--- config.mk ---
export PLATFORM = sky130hd
export DESIGN_NAME = audio_serial_tx
export DESIGN_NICKNAME = d
export VERILOG_FILES = /design/src/rtl/audio_tx_pkg.sv /design/src/rtl/ast_clkgen.sv /design/src/rtl/ast_feed.sv /design/src/rtl/ast_framer.sv /design/src/rtl/audio_serial_tx.sv
export SDC_FILE = /design/constraint.sdc
export NUM_CORES = 1
export LEC_CHECK = 0
export BUFFER_PORTS_ARGS = -buffer_cell sky130_fd_sc_hd__buf_4
export CAP_MARGIN = 20
export CORE_UTILIZATION = 60
export CTS_CLUSTER_DIAMETER = 80
export CTS_CLUSTER_SIZE = 12
export DETAILED_ROUTE_END_ITERATION = 8
export HOLD_SLACK_MARGIN = 0.15
export PLACE_DENSITY = 0.82
export SLEW_MARGIN = 10
export SYNTH_ARGS = -nofsm -noshare
export SYNTH_HDL_FRONTEND = slang
export SYNTH_SLANG_ARGS = --single-unit
--- constraint.sdc ---
create_clock -name clk -period 3.8 [get_ports clk]
set_input_delay 0.19 -clock clk [delete_from_list [all_inputs] [get_ports clk]]
set_output_delay 0.19 -clock clk [all_outputs]
set_load 0.005 [all_outputs]
--- src/rtl/audio_tx_pkg.sv ---
package audio_tx_pkg;

  typedef enum logic [1:0] {
    FMT_I2S   = 2'd0,
    FMT_MSBJ  = 2'd1,
    FMT_LSBJ  = 2'd2,
    FMT_PCM   = 2'd3
  } fmt_e;

  typedef struct packed {
    logic used;
    logic right;
    int   idx;
  } pick_t;

  // Word-select level at frame bit position b.
  function automatic logic ws_level(fmt_e f, int b, int slot_w);
    int frame;
    frame = 2 * slot_w;
    case (f)
      FMT_I2S:  return (((b + 1) % frame) >= slot_w);
      FMT_MSBJ,
      FMT_LSBJ: return (b >= slot_w);
      default:  return (b == frame - 1);
    endcase
  endfunction

  // Which sample bit, if any, occupies frame bit position b.
  function automatic pick_t data_pick(fmt_e f, int b, int slot_w, int sample_w);
    pick_t p;
    int k;
    p.used  = 1'b0;
    p.right = (b >= slot_w);
    p.idx   = 0;
    k       = b % slot_w;
    case (f)
      FMT_I2S, FMT_MSBJ: begin
        p.used = (k < sample_w);
        p.idx  = sample_w - 1 - k;
      end
      FMT_LSBJ: begin
        p.used = (k >= slot_w - sample_w);
        p.idx  = slot_w - 1 - k;
      end
      default: begin
        p.right = (b >= sample_w);
        p.used  = (b < 2 * sample_w);
        p.idx   = (b < sample_w) ? (sample_w - 1 - b) : (2 * sample_w - 1 - b);
      end
    endcase
    return p;
  endfunction

endpackage

--- src/rtl/ast_clkgen.sv ---
module ast_clkgen #(
  parameter int MCLK_HALF  = 1,
  parameter int BCLK_MCLK  = 4,
  parameter int FRAME_BITS = 64,
  parameter int BIT_W      = $clog2(FRAME_BITS)
) (
  input  logic             clk,
  input  logic             rst_n,
  output logic             mclk_nx,
  output logic             bclk_nx,
  output logic [BIT_W-1:0] bit_pos,
  output logic             frame_last
);
  localparam int BIT_HALF = MCLK_HALF * BCLK_MCLK;
  localparam int BIT_CLKS = 2 * BIT_HALF;
  localparam int SUB_W    = $clog2(BIT_CLKS);

  logic [SUB_W-1:0] sub_q;
  logic [BIT_W-1:0] bit_q;
  logic             sub_end;
  logic             bit_end;

  assign sub_end = (sub_q == SUB_W'(BIT_CLKS - 1));
  assign bit_end = (bit_q == BIT_W'(FRAME_BITS - 1));

  always_ff @(posedge clk or negedge rst_n) begin
    if (!rst_n) begin
      sub_q <= '0;
      bit_q <= '0;
    end else if (sub_end) begin
      sub_q <= '0;
      bit_q <= bit_end ? '0 : bit_q + 1'b1;
    end else begin
      sub_q <= sub_q + 1'b1;
    end
  end

  assign bclk_nx    = (sub_q >= SUB_W'(BIT_HALF));
  assign bit_pos    = bit_q;
  assign frame_last = sub_end && bit_end;

  generate
    if (MCLK_HALF == 1) begin : g_mclk_fast
      assign mclk_nx = sub_q[0];
    end else begin : g_mclk_div
      localparam int MW = $clog2(2 * MCLK_HALF);
      logic [MW-1:0] m_q;
      always_ff @(posedge clk or negedge rst_n) begin
        if (!rst_n)
          m_q <= '0;
        else if (m_q == MW'(2 * MCLK_HALF - 1))
          m_q <= '0;
        else
          m_q <= m_q + 1'b1;
      end
      assign mclk_nx = (m_q >= MW'(MCLK_HALF));
    end
  endgenerate

endmodule

--- src/rtl/ast_feed.sv ---
module ast_feed #(
  parameter int SAMPLE_W = 16
) (
  input  logic                clk,
  input  logic                rst_n,
  input  logic                in_valid,
  input  logic [SAMPLE_W-1:0] in_left,
  input  logic [SAMPLE_W-1:0] in_right,
  input  logic                frame_load,
  output logic                in_ready,
  output logic                pend_full,
  output logic [SAMPLE_W-1:0] act_left,
  output logic [SAMPLE_W-1:0] act_right,
  output logic                underrun_q
);
  logic [SAMPLE_W-1:0] pend_l_q, pend_r_q;
  logic                full_q;
  logic                take;

  assign take      = in_valid && !full_q;
  assign in_ready  = !full_q;
  assign pend_full = full_q;

  always_ff @(posedge clk or negedge rst_n) begin
    if (!rst_n) begin
      full_q     <= 1'b0;
      pend_l_q   <= '0;
      pend_r_q   <= '0;
      act_left   <= '0;
      act_right  <= '0;
      underrun_q <= 1'b0;
    end else begin
      underrun_q <= frame_load && !full_q;
      if (frame_load) begin
        act_left  <= full_q ? pend_l_q : '0;
        act_right <= full_q ? pend_r_q : '0;
      end
      if (take) begin
        pend_l_q <= in_left;
        pend_r_q <= in_right;
        full_q   <= 1'b1;
      end else if (frame_load) begin
        full_q   <= 1'b0;
      end
    end
  end

endmodule

--- src/rtl/ast_framer.sv ---
module ast_framer
  import audio_tx_pkg::*;
#(
  parameter int SAMPLE_W = 16,
  parameter int SLOT_W   = 32,
  parameter int BIT_W    = $clog2(2 * SLOT_W)
) (
  input  logic                clk,
  input  logic                rst_n,
  input  logic [1:0]          std_i,
  input  logic                frame_load,
  input  logic [BIT_W-1:0]    bit_pos,
  input  logic [SAMPLE_W-1:0] act_left,
  input  logic [SAMPLE_W-1:0] act_right,
  output logic                ws_nx,
  output logic                sd_nx
);
  fmt_e                fmt_q;
  pick_t               pick;
  logic [SAMPLE_W-1:0] word;
  int                  b;

  always_ff @(posedge clk or negedge rst_n) begin
    if (!rst_n)
      fmt_q <= FMT_I2S;
    else if (frame_load)
      fmt_q <= fmt_e'(std_i);
  end

  always_comb begin
    b     = int'(bit_pos);
    ws_nx = ws_level(fmt_q, b, SLOT_W);
    pick  = data_pick(fmt_q, b, SLOT_W, SAMPLE_W);
    word  = pick.right ? act_right : act_left;
    sd_nx = 1'b0;
    for (int i = 0; i < SAMPLE_W; i++) begin
      if (pick.used && (pick.idx == i))
        sd_nx = word[i];
    end
  end

endmodule

--- src/rtl/audio_serial_tx.sv ---
module audio_serial_tx #(
  parameter int SAMPLE_W   = 16,
  parameter int SLOT_W     = 32,
  parameter int MCLK_RATIO = 256,
  parameter int MCLK_HALF  = 1
) (
  input  logic                clk,
  input  logic                rst_n,
  input  logic [1:0]          std_i,
  input  logic                in_valid,
  output logic                in_ready,
  input  logic [SAMPLE_W-1:0] in_left,
  input  logic [SAMPLE_W-1:0] in_right,
  output logic                mclk_o,
  output logic                bclk_o,
  output logic                ws_o,
  output logic                sd_o,
  output logic                underrun_o
);
  localparam int FRAME_BITS = 2 * SLOT_W;
  localparam int BCLK_MCLK  = MCLK_RATIO / FRAME_BITS;
  localparam int BIT_W      = $clog2(FRAME_BITS);

  generate
    if ((MCLK_RATIO % FRAME_BITS) != 0 || (BCLK_MCLK % 2) != 0 || SAMPLE_W > SLOT_W)
      $error("audio_serial_tx: unsupported parameter combination");
  endgenerate

  logic             mclk_nx, bclk_nx, ws_nx, sd_nx;
  logic [BIT_W-1:0] bit_pos;
  logic             frame_load;
  logic             pend_full;
  logic [SAMPLE_W-1:0] act_left, act_right;

  ast_clkgen #(
    .MCLK_HALF (MCLK_HALF),
    .BCLK_MCLK (BCLK_MCLK),
    .FRAME_BITS(FRAME_BITS),
    .BIT_W     (BIT_W)
  ) u_clkgen (
    .clk       (clk),
    .rst_n     (rst_n),
    .mclk_nx   (mclk_nx),
    .bclk_nx   (bclk_nx),
    .bit_pos   (bit_pos),
    .frame_last(frame_load)
  );

  ast_feed #(.SAMPLE_W(SAMPLE_W)) u_feed (
    .clk       (clk),
    .rst_n     (rst_n),
    .in_valid  (in_valid),
    .in_left   (in_left),
    .in_right  (in_right),
    .frame_load(frame_load),
    .in_ready  (in_ready),
    .pend_full (pend_full),
    .act_left  (act_left),
    .act_right (act_right),
    .underrun_q(underrun_o)
  );

  ast_framer #(
    .SAMPLE_W(SAMPLE_W),
    .SLOT_W  (SLOT_W),
    .BIT_W   (BIT_W)
  ) u_framer (
    .clk       (clk),
    .rst_n     (rst_n),
    .std_i     (std_i),
    .frame_load(frame_load),
    .bit_pos   (bit_pos),
    .act_left  (act_left),
    .act_right (act_right),
    .ws_nx     (ws_nx),
    .sd_nx     (sd_nx)
  );

  always_ff @(posedge clk or negedge rst_n) begin
    if (!rst_n) begin
      mclk_o <= 1'b0;
      bclk_o <= 1'b0;
      ws_o   <= 1'b0;
      sd_o   <= 1'b0;
    end else begin
      mclk_o <= mclk_nx;
      bclk_o <= bclk_nx;
      ws_o   <= ws_nx;
      sd_o   <= sd_nx;
    end
  end

endmodule

# Yosys cells after proc, flatten, opt, wreduce, memory -nomap -nowiden
# Index checks and enable logic that the tools add are counted.
dict set report word_totals {
  out_inout_bits 6
  reg_bits 81
  wordCells 104
  in_bits 37
}
dict set report classes {
  bitwise_logic 1
  n_eq_ne 20
  n_lt_le_gt_ge 8
  muxes 28
  n_addsub 7
  reduce_logical 27
}
# op count
set ops {}
lappend ops {{32-bit by 5-bit equality test with 1-bit output, second input constant} 8}
lappend ops {{32-bit by 4-bit equality test with 1-bit output, second input constant} 4}
lappend ops {{32-bit by 3-bit equality test with 1-bit output, second input constant} 2}
lappend ops {{32-bit case mux with 2 select lines} 1}
lappend ops {{16-bit 2-to-1 mux} 3}
lappend ops {{32-bit by 2-bit equality test with 1-bit output, second input constant} 1}
lappend ops {{32-bit logical NOT} 1}
lappend ops {{32-bit 2-to-1 mux} 1}
lappend ops {{1-bit logical AND} 19}
lappend ops {{1-bit 2-to-1 mux} 19}
lappend ops {{6-bit by 1-bit adder with 6-bit output, second input constant} 2}
lappend ops {{7-bit greater-or-equal comparator, second input constant} 1}
lappend ops {{4-bit by 6-bit subtractor with 7-bit output, first input constant} 1}
lappend ops {{5-bit by 6-bit subtractor with 7-bit output, first input constant} 1}
lappend ops {{6-bit by 1-bit equality test with 1-bit output, second input constant} 1}
lappend ops {{6-bit equality test, second input constant} 1}
lappend ops {{6-bit by 5-bit greater-or-equal comparator with 1-bit output, second input constant} 1}
lappend ops {{6-bit greater-or-equal comparator, second input constant} 1}
lappend ops {{6-bit by 5-bit less-than comparator with 1-bit output, second input constant} 1}
lappend ops {{6-bit less-than comparator, second input constant} 1}
lappend ops {{6-bit 2-to-1 mux} 1}
lappend ops {{6-bit OR reduction} 1}
lappend ops {{4-bit by 5-bit subtractor with 6-bit output, first input constant} 1}
lappend ops {{5-bit by 5-bit subtractor with 6-bit output, first input constant} 1}
lappend ops {{other kinds (15)} 17}

# Longest topological paths before layout
# Gate-level depths: netlist of the first run.
dict set report logic_depth {
  depth_word 21
  ltp_mapped 9
  mapped_depth_nobuf 8
}

# Modules after synthesis
# A second synthesis of the first run with hierarchy kept.
dict set report hier_totals {
  hier_cells 340
  hier_area_um2 3928.8
}
# mod area_each_um2 cells_per_inst seq_area_each_um2 instances
set modules_own_cells {}
lappend modules_own_cells {ast_feed 2707.6 213 1651.6 1}
lappend modules_own_cells {ast_framer 701.9 87 50.0 1}
lappend modules_own_cells {ast_clkgen 419.2 36 225.2 1}
lappend modules_own_cells {audio_serial_tx 100.1 4 100.1 1}

# Worst setup path before layout of the first run
# Ideal clock, no wire load.
dict set report synth_path {
  kind {register to register}
  startpoint {reg u_clkgen.bit_q[0] (netlist: u_clkgen.bit_pos[0])}
  endpoint {reg sd_o}
  setup_ps 121
  path_stages_with_launch 10
  slack_ps 1510
  t_arrival_ps 2169
  synth_period_minus_slack_ps 2290
  path_buffers 1
  t_required_ps 3679
  cell_sequence {dfrtp_1 inv_1 ha_1 buf_6 and4bb_4 o21ai_4 mux4_1 nor2_1 a31oi_1 o22a_1}
}
dict set report synth_via {
  elab_chain_len 21
  elab_cells_between_ends 63
  cone_classes {add/sub: 4; order compare: 6; eq/ne: 15; mux: 21; reduce/logical: 17}
}
# element line_no
set synth_rtl {}
lappend synth_rtl {{start: declaration} ast_clkgen.sv:19} ;# logic [BIT_W-1:0] bit_q;
lappend synth_rtl {{start signal: assignment} ast_clkgen.sv:32} ;# bit_q <= bit_end ? '0 : bit_q + 1'b1;
lappend synth_rtl {{5-bit by 6-bit subtractor with 7-bit output, or another cell as far along} audio_tx_pkg.sv:48} ;# p.idx = (b < sample_w) ? (sample_w - 1 - b) : (2 * sample_w - 1 - b);
lappend synth_rtl {{32-bit 2-to-1 mux} audio_tx_pkg.sv:48}
lappend synth_rtl {{32-bit case mux with 2 select lines} audio_tx_pkg.sv:36} ;# case (f)
lappend synth_rtl {{32-bit logical NOT} ast_framer.sv:37} ;# if (pick.used && (pick.idx == i))
lappend synth_rtl {{1-bit logical AND} ast_framer.sv:37}
lappend synth_rtl {{1-bit 2-to-1 mux (15 in series)} ast_framer.sv:37}
lappend synth_rtl {{1-bit 2-to-1 mux (*)} ast_framer.sv:37}
lappend synth_rtl {{named net sd_nx} audio_serial_tx.sv:29} ;# logic mclk_nx, bclk_nx, ws_nx, sd_nx;
lappend synth_rtl {{end signal: assignment} audio_serial_tx.sv:89} ;# sd_o <= sd_nx;
lappend synth_rtl {{end: declaration} audio_serial_tx.sv:17} ;# output logic sd_o,
# The timed path passes the listed nets; every way through them passes the cells marked *.
# A chain may end at the register's enable or synchronous reset.

# Worst setup path in the final report of the first run
# Same ends and word-level chain as after synthesis.

==> qor.txt, run 1 <==
Most used DFF post-synth = dfrtp_1
routed wl met3 = 273 um
maximum VDD drop = 398.4 uV
GR Util All Layers = 26.80%
first-pass GRT wire length = 13.24 mm
crit path kind = flip-flop to flip-flop
Crit Path Max Fanout = 10
final layout net count = 486
reg2reg setup slack = 1.23 ns
post-DP HPWL = 4.930 mm
Fillers = 385
Die ar. = 6752 um2
Die Span Y = 82.17 um
Clk Latency, worst-skew pair = 0.36 ns
Post-Synth Adder-Cell Area = 5.191%
fin. max-slew vios = 0
Cell variety after synth = 46
CP Launch Type = flip-flop
vias in the first global route = 2,844
Req. time, crit path = 4.04 ns
post_cts resized = 0
multiplexer area fraction after synthesis = 13.04%
number of CTS-inserted buffers = 9
Via density = 5.497
drt total wl = 8.095 mm
most frequent cells in the layout = dfrtp_1, nand2_1, buf_4, o21ai_0, mux2_2
P_leak = 2.259 nW
met1 wire length = 3.527 mm
Setup crit end kind = flip-flop
Arrival @ worst endpoint = 2.81 ns
simple-gate area share of the yosys netlist = 12.91%
Synth area leader = dfrtp_1
Total Neg Setup Slack = 0 ns
Final Power = 2.018 mW
die span in x = 82.17 um
largest net degree at the start of global routing = 82
routed len/inst = 15.78 um
final setup vio count = 0
Net Count, Synth = 416
Post-synth EDFFs = 0
First DRT Iteration DRCs = 134
RSZ-0062 raised after global routing = false
worst relative slew slack = 48.96%
Hold WC Path Type = input pin to async pin
Clock Path Buffers = 2
IO Pins = 43
Setup Buffers After CTS = 0
sequential area share after synthesis = 52.56%
core area = 6061 um2
combinational family with the most area after synthesis = multiplexers
commonest non-fill, non-tap cell in the layout = dfrtp_1
Syn Area/Cell = 10.62 um2
asr flop ratio synth = 100.0%
Clock Pin Slew Worst Setup and Hold Paths = 0.08 ns
GPL Wtd Cong = 0.9116
final period utilization = 67.55%
htree depth = 3
CTS tree = yes
Sequential cell area = 2027 um2
Area growth syn-to-layout = 23.88%
via count = 2,820
std cell rows = 28
diodes inserted = 0
initial core utilization = 63.63%
max frequency = 0.3896 GHz
Post-CTS Hold Fix Bufs = 35
CTS sink cnt = 81
top cells by area, synth = dfrtp_1, mux2_2, nand2_1
drt pass-1 iters = 4
antenna-violating nets left = 0
max layer used = met4
run status = complete, no violations
GR Overflow Total = 0
top cell type's share of synthesized area = 52.56%
Synth Cell Area = 3856 um2
Compound-Gate Fraction of Synth Area = 11.32%
area of the multi-input gates = 1667 um2
layout cells sized above 1 = 23.52%
Post-Synthesis Cells = 363
#FFs+latches synth = 81
Post-route DRC = 0
skew final = 0.01445 ns
initial antenna violation count = 0
Cell Pwr Density = 422.3 nW/um2
post-synthesis xor/xnor area fraction = 0.6814%
Tmin final = 2.567 ns
yosys warns = 0
worst slew pin tran = 0.7656 ns
routed wl met2 = 4.130 mm
count of buffers from port buffering = 42
max_cap viols = 0
CTS root buffer = clkbuf_8
final hold violation count = 0
layer usage:
| layer | up-vias | global-route usage [%] |
|---|---|---|
| li1 | 1371 | - |
| met1 | 1374 | 33.19 |
| met2 | 60 | 46.20 |
| met3 | 15 | 5.604 |
| met4 | 0 | 10.00 |
| met5 | - | 0 |
path summary, 6_finish.rpt:
path                                startpoint                  end  cells past startpoint
setup / recovery           u_clkgen.bit_pos[0]                 sd_o                      8
hold / removal                           rst_n  u_clkgen.bit_pos[5]                      2
setup reg to reg           u_clkgen.bit_pos[0]                 sd_o                      8
hold reg to reg              u_clkgen.sub_q[2]               bclk_o                      0
max in group asynchronous                rst_n    u_framer.fmt_q[0]                      3
min in group clk             u_clkgen.sub_q[2]               bclk_o                      0
cells in the mapped netlist (2+ instances only):
| master | n |
|---|---|
| xnor2_1 | 3 |
| nor2_1 | 10 |
| mux2_2 | 36 |
| mux2i_1 | 6 |
| nand2_1 | 74 |
| o211ai_1 | 2 |
| o21a_1 | 2 |
| a2bb2oi_1 | 2 |
| buf_6 | 2 |
| inv_1 | 15 |
| o31ai_1 | 2 |
| clkbuf_1 | 21 |
| and2_1 | 3 |
| a31oi_1 | 2 |
| a21oi_1 | 3 |
| a21o_1 | 2 |
| o211a_1 | 2 |
| nor2b_1 | 5 |
| nand3_1 | 3 |
| nand2b_1 | 5 |
| dfrtp_1 | 81 |
| nand4_1 | 3 |
| ha_1 | 16 |
| nor3b_1 | 2 |
| o21ai_0 | 40 |
per-stage QoR:
step | worst slack [ns] | instance area, um2 | util [%] | instances | hold WS, ns
3_5_place_dp | 1.281 | 4189 | 69.12 | 460 | 0.3704
2_1_floorplan | 1.510 | 3856 | - | 363 | -0.1056
3_3_place_gp | 1.358 | 4189 | 69.12 | 460 | 0.3656
5_1_grt | 1.108 | 4777 | 78.82 | 513 | 0.2339
6_report | 1.233 | 4777 | 78.82 | 513 | 0.2127
4_1_cts | 1.254 | 4735 | 78.12 | 511 | 0.3923
power breakdown:
group / internal (mW) / total, mW / switching [mW]
combinational: 0.190 / 0.308 / 0.118
clock: 0.306 / 0.628 / 0.322
sequential: 0.996 / 1.08 / 0.0864
layout make-up:
type	count	area share, %
multi-input cells	243	34.89
flip-flops and latches	81	42.43
inverters	15	1.179
clock buffers	10	2.672
repair buffers	83	15.45
clock inverters	6	1.414
well taps	75	1.964
cell families (layout without fill, tap and decap cells):
kind of cell	after synthesis	after routing
AO/OA/AOI/OAI	69	69
multiplexers	44	44
flip-flops	81	81
adder cells (fa/ha/maj)	16	16
buffers and inverters	39	114
XOR/XNOR	3	3
AND/OR/NAND/NOR	111	111
worst max-delay path, cell delays in order, from the launching register on:
cell and delay [ns]:
dfrtp_1 0.42, inv_1 0.10, ha_1 0.34, and4bb_4 0.28
o21ai_4 0.32, mux4_1 0.61, nor2_1 0.11, a31oi_1 0.05
o22a_1 0.21
registers in the layout, summed over array words and instances (netlist names):
| name | count |
|---|---|
| bclk_o | 1 |
| mclk_o | 1 |
| sd_o | 1 |
| u_clkgen.bit_pos | 6 |
| u_clkgen.sub_q | 3 |
| u_feed.act_left | 16 |
| u_feed.act_right | 16 |
| u_feed.pend_full | 1 |
| u_feed.pend_l_q | 16 |
| u_feed.pend_r_q | 16 |
| u_feed.underrun_q | 1 |
| u_framer.fmt_q | 2 |
| ws_o | 1 |
Power figures use the tool's default switching activity.
==> run 2: changes to the inputs <==
--- a/config.mk
+++ b/config.mk
@@ -5,14 +5,15 @@
 export SDC_FILE = /design/constraint.sdc
 export NUM_CORES = 1
 export LEC_CHECK = 0
+export ABC_AREA = 1
 export BUFFER_PORTS_ARGS = -buffer_cell sky130_fd_sc_hd__buf_4
 export CAP_MARGIN = 20
-export CORE_UTILIZATION = 60
+export CORE_UTILIZATION = 53
 export CTS_CLUSTER_DIAMETER = 80
 export CTS_CLUSTER_SIZE = 12
 export DETAILED_ROUTE_END_ITERATION = 8
 export HOLD_SLACK_MARGIN = 0.15
-export PLACE_DENSITY = 0.82
+export PLACE_DENSITY = 0.77
 export SLEW_MARGIN = 10
 export SYNTH_ARGS = -nofsm -noshare
 export SYNTH_HDL_FRONTEND = slang
==> constraint.sdc (replaced) <==
create_clock -name clk -period 2.3 [get_ports clk]
set_input_delay 0.115 -clock clk [delete_from_list [all_inputs] [get_ports clk]]
set_output_delay 0.115 -clock clk [all_outputs]
set_load 0.005 [all_outputs]
==> run 2 against run 1 <==
  * Via count increased by 8.0%
  * Critical path depth increased by 12
  * Area after synthesis increased by 0.81%
  * Critical path type unchanged
  * Largest cell class unchanged
==> qor.txt, run 2 <==
CP max stage delay = 0.39 ns (-0.22 ns)
Crit Path Max Fanout = 6 (-4)
layout cells sized above 1 = 31.47% (+8.0 points)
Placed Area = 4333 um2 (+3.4%)
GR Util All Layers = 23.49% (-3.3 points)
CP Launch Type = flip-flop
CTS root buffer = clkbuf_8
first-pass GRT wire length = 13.59 mm (+2.6%)
initial core utilization = 55.98% (-7.6 points)
CTS tree = yes
Tmin final = 2.205 ns (-0.3621 ns)
Critical path origin = u_framer.fmt_q[1]
Hold WC Path Type = input pin to async pin
top cell type's share of synthesized area = 52.14% (-0.42 points)
commonest non-fill, non-tap cell in the layout = nand2_1
crit path kind = flip-flop to flip-flop
CTS sink cnt = 81 (unchanged)
std cell rows = 30 (+7.1%)
most numerous cell in the Yosys netlist = nand2_1
IO Pins = 43 (unchanged)
antenna-violating nets left = 0 (unchanged)
Reg2Reg Launch Point = u_framer.fmt_q[1]
Die Span Y = 87.65 um (+6.7%)
critical path's slowest cell = dfrtp_1
run status = complete, no violations
Synth Cell Area = 3887 um2 (+0.81%)
diodes inserted = 0 (unchanged)
Clock Path Buffers = 2 (unchanged)
Via density = 5.092 (-7.4%)
vias in the first global route = 3,001 (+5.5%)
Clock Pin Slew Worst Setup and Hold Paths = 0.08 ns (about the same)
largest net degree at the start of global routing = 82 (unchanged)
CP Cell Sequence = inv_2, ha_2, or2_4, o21ai_2, o211ai_1, nand2_2, inv_4, a31oi_4, nand2_1, nand2_1, nand2_1, nand2_1, nand2_1, nand2_1, nand2_1, nand2_1, nand2_1, nand2_1, nand2_1, a21oi_2
sequential area share after synthesis = 52.14% (-0.42 points)
most frequent cells in the layout = nand2_1, dfrtp_1, buf_4, nand3_1, dlygate4sd3_1
post-DP HPWL = 5.421 mm (+10%)
Cell variety after synth = 37 (-20%)
CP dominant cell by count = nand2_1
First DRT Iteration DRCs = 127 (-5.2%)
max_cap viols = 0 (unchanged)
drt pass-1 iters = 4 (unchanged)
number of CTS-inserted buffers = 9 (unchanged)
GPL Wtd Cong = 0.8387 (-8.0%)
Post-Synthesis Cells = 406 (+12%)
Req. time, crit path = 2.58 ns (-1.46 ns)
maximum VDD drop = 360.2 uV (-9.6%)
Total Neg Setup Slack = 0 ns (unchanged)
Syn Area/Cell = 9.575 um2 (-9.9%)
synth cell count leaders = nand2_1, dfrtp_1, nand3_1
initial antenna violation count = 0 (unchanged)
Clk Latency, worst-skew pair = 0.34 ns (-0.02 ns)
top cells by area, synth = dfrtp_1, mux2_2, nand2_1
#FFs+latches synth = 81 (unchanged)
Arrival @ worst endpoint = 2.48 ns (-0.33 ns)
fin. max-slew vios = 0 (unchanged)
Post-route DRC = 0 (unchanged)
Area growth syn-to-layout = 30.77%
die span in x = 87.65 um (+6.7%)
Post-synth EDFFs = 0 (unchanged)
final setup vio count = 0 (unchanged)
final period utilization = 95.86% (+28 points)
final layout net count = 551 (+13%)
max frequency = 0.4535 GHz (+16%)
final hold violation count = 0 (unchanged)
Net Count, Synth = 459 (+10%)
asr flop ratio synth = 100.0% (unchanged)
drt total wl = 8.298 mm (+2.5%)
Die ar. = 7682 um2 (+14%)
via count = 3,045 (+8.0%)
core area = 6944 um2 (+15%)
worst relative slew slack = 71.63% (+23 points)
count of buffers from port buffering = 42 (unchanged)
RSZ-0062 raised after global routing = true
routed len/inst = 13.88 um (-12%)
Synth area leader = dfrtp_1
skew final = 0.007339 ns (-0.007115 ns)
final hold slack = 0.3192 ns (+0.1065 ns)
Cell Pwr Density = 510.7 nW/um2 (+21%)
Design Area, Final = 5084 um2 (+6.4%)
Setup crit end kind = flip-flop
P_leak = 2.561 nW (+13%)
worst slew pin tran = 0.4256 ns (-0.3400 ns)
GR Overflow Total = 0 (unchanged)
Most used DFF post-synth = dfrtp_1
htree depth = 3 (unchanged)
yosys warns = 0 (unchanged)
-- run 2: cell types whose count changed after synthesis, sizes merged, moves of 5 or more --
cell,previous run,this run
clkbuf,21,10
inv,15,38
mux2,37,32
mux2i,6,0
nand2,74,102
nand2b,5,0
nand3,3,47
nor2,10,22
nor2b,5,0
nor3,1,6
o21ai,41,21
-- run 2: where the power goes --
group	switching [mW]	total (mW)	internal, mW	leakage (nW)
clock	0.494	1.05	0.554	0.0937
combinational	0.0442	0.125	0.0805	1.37
sequential	0	1.42	1.42	1.10
-- run 2: path summary, 6_finish.rpt --
path | to | slack (ns) | cells after the start
min in group clk | u_feed.pend_full | 0.32 | 4
hold / removal | bclk_o | 0.32 | 3
hold reg to reg | bclk_o | 0.39 | 0
setup reg to reg | sd_o | 0.1 | 20
setup / recovery | sd_o | 0.1 | 20
max in group asynchronous | u_clkgen.bit_pos[2] | 1.63 | 3
-- run 2: per-layer routing --
metal / GRT usage, % / part of all wire, %
met1: 30.99 / 45
met5: 0 / 0
met4: 7.154 / 1.1
met2: 39.42 / 51
met3: 4.713 / 3.1
-- run 2: cell type report --
type	count	area, um2
inverter	39	153.9
clock buffer	11	151.4
clock inverter	4	52.55
multi-input combinational	269	1742
fill	493	1861
timing repair buffer	98	835.8
sequential	81	2028
tap	96	120.1
-- run 2: worst max-delay path, delay by kind of cell, from the launching register on --
kind,cells,cell delay (ns)
buf+inv,2,0.15
flops,1,0.39
simple gates,13,0.99
fa+ha+maj,1,0.17
compound gates,4,0.44
-- run 2: repair_timing --
action	in CTS	in global routing
hold endpoints to repair	115	0
setup endpoints to repair	0	1
hold buffers	35	0
setup buffers	0	12
resized for setup	0	29
-- run 2: logic make-up after synthesis --
family                     count (synthesis)  synth area share (%)
and+or+nand+nor                          179                 20.99
DFF                                       81                 52.14
buffers and inverters                     56                 5.793
AOI/OAI and AO/OA                         41                 6.437
muxes                                     32                 9.270
adders and majority gates                 16                 5.150
xor gates and xnor gates                   1                0.2253
-- run 2: stage by stage --
| stage | util (%) | std cells | worst slack [ns] | power (mW) |
|---|---|---|---|---|
| global route | 73.21 | 598 | -0.1086 | 2.699 |
| detailed placement | 62.40 | 536 | 0.02955 | 1.530 |
| floorplan | - | 406 | 0.2747 | 1.452 |
| global placement | 62.40 | 536 | 0.1341 | 1.528 |
| CTS | 70.38 | 586 | 0.007278 | 2.623 |
| finish | 73.21 | 598 | 0.09514 | 2.596 |
